## config.mk

```make
export PLATFORM = sky130hd
export DESIGN_NAME = hex_cmd_assembler
export DESIGN_NICKNAME = d
export VERILOG_FILES = /design/src/rtl/hex_cmd_assembler.sv
export SDC_FILE = /design/constraint.sdc
export NUM_CORES = 1
export LEC_CHECK = 0
export BUFFER_PORTS_ARGS = -buffer_cell sky130_fd_sc_hd__buf_2
export CAP_MARGIN = 20
export CORE_ASPECT_RATIO = 1.5
export CORE_MARGIN = 4
export CORE_UTILIZATION = 50
export CTS_BUF_LIST = sky130_fd_sc_hd__clkbuf_8 sky130_fd_sc_hd__clkbuf_16
export DETAILED_ROUTE_END_ITERATION = 8
export GPL_ROUTABILITY_DRIVEN = 0
export GPL_TIMING_DRIVEN = 0
export PLACE_DENSITY = 0.76
export SYNTH_ARGS = -nofsm -noshare
export SYNTH_HDL_FRONTEND = slang
export SYNTH_SLANG_ARGS = --single-unit
```

## constraint.sdc

```tcl
create_clock -name clk -period 1.12 [get_ports clk]
set_clock_uncertainty 0.1 [all_clocks]
set_input_delay 0.224 -clock clk [delete_from_list [all_inputs] [get_ports clk]]
set_output_delay 0.224 -clock clk [all_outputs]
set_load 0.03 [all_outputs]
```

## src/rtl/hex_cmd_assembler.sv

```systemverilog
module hex_cmd_assembler #(
  parameter int NIBBLES = 13,
  parameter int OP_W = 4,
  parameter int REG_W = 5,
  parameter logic [7:0] COMMIT_CHAR = 8'h0D,
  parameter logic [7:0] CLEAR_CHAR = 8'h20
) (
  input  logic                              clk,
  input  logic                              rst_n,
  input  logic [7:0]                        rx_data,
  input  logic                              rx_valid,
  output logic                              cmd_valid,
  output logic [OP_W-1:0]                   cmd_opcode,
  output logic [REG_W-1:0]                  cmd_reg,
  output logic [4*NIBBLES-OP_W-REG_W-1:0]   cmd_aux
);
  localparam int WORD_W = 4 * NIBBLES;

  logic [WORD_W-1:0] shift_q, cmd_q;
  logic              valid_q;

  wire is_hex    = rx_valid && (rx_data[7:4] == 4'h3);
  wire is_commit = rx_valid && (rx_data == COMMIT_CHAR);
  wire is_clear  = rx_valid && (rx_data == CLEAR_CHAR);

  always_ff @(posedge clk or negedge rst_n) begin
    if (!rst_n) begin
      shift_q <= '0;
      cmd_q   <= '0;
      valid_q <= 1'b0;
    end else begin
      valid_q <= is_commit;
      if (is_commit) begin
        cmd_q   <= shift_q;
        shift_q <= '0;
      end else if (is_clear) begin
        shift_q <= '0;
      end else if (is_hex) begin
        shift_q <= {shift_q[WORD_W-5:0], rx_data[3:0]};
      end
    end
  end

  assign cmd_valid  = valid_q;
  assign cmd_opcode = cmd_q[WORD_W-1 -: OP_W];
  assign cmd_reg    = cmd_q[WORD_W-OP_W-1 -: REG_W];
  assign cmd_aux    = cmd_q[WORD_W-OP_W-REG_W-1:0];
endmodule

```

==> summary.json <==
{
  "min_period_over_period": {"value": 1.24},
  "tritoncts_num_sinks": {"value": 105},
  "max_freq": {"value": 0.719, "unit": "GHz"},
  "max-cap-violations": {"value": 0},
  "worstReg2RegEnd": {"value": "cmd_q[19]$_DFFE_PN0N_"},
  "crit_path_end_kind": {"value": "flop"},
  "path_max_fanout": {"value": 10},
  "yosysSeqAreaShare": {"value": 0.637},
  "layout-drive-gt1-share": {"value": 0.552},
  "synth-adder-area-share": {"value": 0},
  "synth-warning-count": {"value": 0},
  "post_synth.cell_area_avg": {"value": 17.2, "unit": "sq um"},
  "num_io_pins": {"value": 64},
  "htree_levels": {"value": 3},
  "synthArstFlopShare": {"value": 1.00},
  "number_of_enable_flip_flop_cells_after_synthesis": {"value": 0},
  "worst_slew_margin_rel": {"value": 0.673},
  "die_area": {"value": 9790, "unit": "sq um"},
  "vdd_drop_max": {"value": 0.962, "unit": "mV"},
  "timing.final.setup_violations": {"value": 157},
  "cts.reportedPaths.clkPinSlew": {"value": 0.07, "unit": "ns"},
  "synth_top_family_by_area": {"value": "multiplexers"},
  "worst_setup_path_startpoint": {"value": "rx_data[6]"},
  "tritoncts.num_buffers": {"value": 9},
  "signed_area_change_from_the_synthesized_netlist_to_the_final_layout": {"value": 37.4, "unit": "%"},
  "finalWirelength": {"value": 8.30, "unit": "mm"},
  "synth.net_count": {"value": 250},
  "r2r.worst_path.cells": {"value": 3},
  "post-synth-top-area-fraction": {"value": 0.637},
  "rsz0062_at_grt": {"value": "true"},
  "synth.distinct_cells": {"value": 18},
  "timing.rr.start": {"value": "cmd_q[19]$_DFFE_PN0N_"},
  "tritoncts": {"value": "built"},
  "syn-instance-count": {"value": 239},
  "drcViolationCount": {"value": 0},
  "final-hold-violation-count": {"value": 36},
  "synthesized_area_fraction_occupied_by_ao_oa_aoi_and_oai_cells": {"value": 0.114},
  "finalPower": {"value": 7.20, "unit": "mW"},
  "antenna-diode-count": {"value": 0},
  "grtUsageTotal": {"value": 0.183},
  "synth_common_cells": {"value": "sky130_fd_sc_hd__dfrtp_1 (105), sky130_fd_sc_hd__a22o_1 (51), sky130_fd_sc_hd__mux2_4 (49)"},
  "grt_overflow": {"value": 0},
  "die_width": {"value": 82.1, "unit": "um"},
  "p_leak": {"value": 3.09, "unit": "nW"},
  "cts.path.max_buffers": {"value": 2},
  "core_area": {"value": 8010, "unit": "sq um"},
  "nNetsFinal": {"value": 380},
  "hold_slack": {"value": -0.268, "unit": "ns"},
  "endpoint_arrival_time_on_the_critical_path": {"value": 1.52, "unit": "ns"},
  "power.density_cell_area": {"value": 1270, "unit": "nW/um^2"},
  "avgRoutedWirePerCell": {"value": 17.4, "unit": "um"},
  "cts_root_buffer": {"value": "sky130_fd_sc_hd__clkbuf_16"},
  "first_iter_violations": {"value": 148},
  "timing.final.crit_period": {"value": 1.39, "unit": "ns"},
  "drtAntennaViolNets": {"value": 0},
  "post_synth_mux_area_share": {"value": 0.187},
  "floorplan.die.height": {"value": 119, "unit": "um"},
  "worst_ep_required_time": {"value": 1.24, "unit": "ns"},
  "synth_area": {"value": 4120, "unit": "sq um"},
  "numPortBuffers": {"value": 63},
  "fp-row-count": {"value": 40},
  "start_kind": {"value": "primary input"},
  "n_fill_cell": {"value": 541},
  "initial_utilization": {"value": 0.515},
  "kind_of_path_behind_the_tightest_hold_check": {"value": "primary input to asynchronous set/reset pin"},
  "failed_checks": {"value": "hold timing, setup timing"},
  "antenna_found_initial": {"value": 0},
  "utilization": {"value": 0.707},
  "yosys_most_used_dff": {"value": "sky130_fd_sc_hd__dfrtp_1"},
  "slack_of_the_worst_reg_to_reg_path": {"value": -0.01, "unit": "ns"},
  "run_status": {"value": "finished, violations left"},
  "clk-insertion-delay-late": {"value": 0.34, "unit": "ns"},
  "post_synthesis_cell_type_with_the_largest_combined_area": {"value": "sky130_fd_sc_hd__dfrtp_1"},
  "grt_start_max_net_pins": {"value": 70},
  "synthMostInstantiatedCell": {"value": "sky130_fd_sc_hd__dfrtp_1"},
  "critical_path_class": {"value": "primary input to flop"},
  "tightestPinTransition": {"value": 0.490, "unit": "ns"},
  "wire_length_of_the_first_global_routing_pass": {"value": 13.4, "unit": "mm"},
  "setup_slack": {"value": -0.270, "unit": "ns"},
  "first_global_vias": {"value": 2572},
  "detailedPlacementHpwl": {"value": 5.10, "unit": "mm"},
  "slew_violations": {"value": 0},
  "drtPass1Iterations": {"value": 4},
  "timing.critical_path.to": {"value": "cmd_q[41]$_DFFE_PN0N_"},
  "synth.ff_latch_count": {"value": 105},
  "synth.top_cells.by_area": {"value": "sky130_fd_sc_hd__dfrtp_1 (64%), sky130_fd_sc_hd__mux2_4 (18%), sky130_fd_sc_hd__a22o_1 (11%)"},
  "via_per_inst": {"value": 5.16},
  "dr_total_vias": {"value": 2467},
  "post_synth_xor_area_fraction": {"value": 0},
  "synth_simple_gate_area_share": {"value": 0.0127}
}
[worst min-delay path by stage]
stage | end | slack (ns) | cells after the start
6_report | cmd_q[22]$_DFFE_PN0N_ | -0.27 | 1
3_3_place_gp | shift_q[3]$_DFFE_PN0P_ | 0.38 | 2
2_1_floorplan | cmd_q[0]$_DFFE_PN0N_ | -0.17 | 0
4_1_cts | cmd_q[26]$_DFFE_PN0N_ | -0.25 | 1
5_1_grt | cmd_q[26]$_DFFE_PN0N_ | -0.23 | 1
3_5_place_dp | cmd_q[26]$_DFFE_PN0N_ | 0.12 | 1
[area by class of cell]
class | count | area (sq um) | share of cell area
Clock buffer | 10 | 239 | 0.0422
Timing Repair Buffer | 119 | 1110 | 0.196
Buffer | 17 | 214 | 0.0378
Inverter | 1 | 3.75 | 0.000663
Multi-Input combinational cell | 116 | 1310 | 0.232
Clock inverter | 5 | 25.0 | 0.00442
Sequential cell | 105 | 2630 | 0.464
Tap cell | 105 | 131 | 0.0232
[power by group]
part           internal, mW  switching [mW]
sequential             3.92           0.123
combinational         0.172           0.171
clock                  1.53            1.28
[cells in the final DEF, fill, tap and decap left out, drive strengths merged, types with 2 or more instances in the layout]
cell type  instances
mux2              52
a21oi              2
clkbuf            10
buf              136
nand2              2
clkinv             2
dfrtp            105
nor2               3
inv                3
a22o              51
[critical path: stages]
cell and delay (ns):
sky130_fd_sc_hd__buf_6 0.09, sky130_fd_sc_hd__or3b_4 0.42, sky130_fd_sc_hd__nor2_4 0.10, sky130_fd_sc_hd__nand2b_1 0.07
sky130_fd_sc_hd__buf_6 0.16, sky130_fd_sc_hd__buf_12 0.16, sky130_fd_sc_hd__mux2_4 0.30
[routing by layer]
layer	track usage	routed length, um
met1	0.238	3570
met2	0.284	4200
met3	0.0431	318
met4	0.0873	221
met5	0	0
[state kept, by name (all words and copies together), names as in the netlist]
signal	cells
cmd_q	52
cmd_valid	1
shift_q	52
[cells by family (layout without fill, tap and decap cells)]
family,Yosys count,in the layout
muxes,52,52
DFF,105,105
buffers and inverters,18,152
and+or+nand+nor,9,9
AOI/OAI and AO/OA,55,55
[per-stage QoR]
stage	worst slack, ns	hold WS [ns]	instance area (sq um)	cells	TNS [ns]
floorplan	-0.474	-0.172	4130	239	-45.72
global placement	-1.29	0.381	4580	407	-196.34
detailed placement	-0.651	0.119	4610	408	-63.05
CTS	-0.256	-0.249	5560	464	-28.56
global route	-0.298	-0.234	5660	478	-33.63
finish	-0.270	-0.268	5660	478	-29.42
[repair_timing]
action,4_1_cts,5_1_grt
endpoints found under the hold margin,36,36
cloned,4,0
pin swaps,4,0
resized for setup,117,0
setup endpoints to repair,157,157
buffers inserted,37,14
Note: power is estimated with default switching activity, not from simulation.
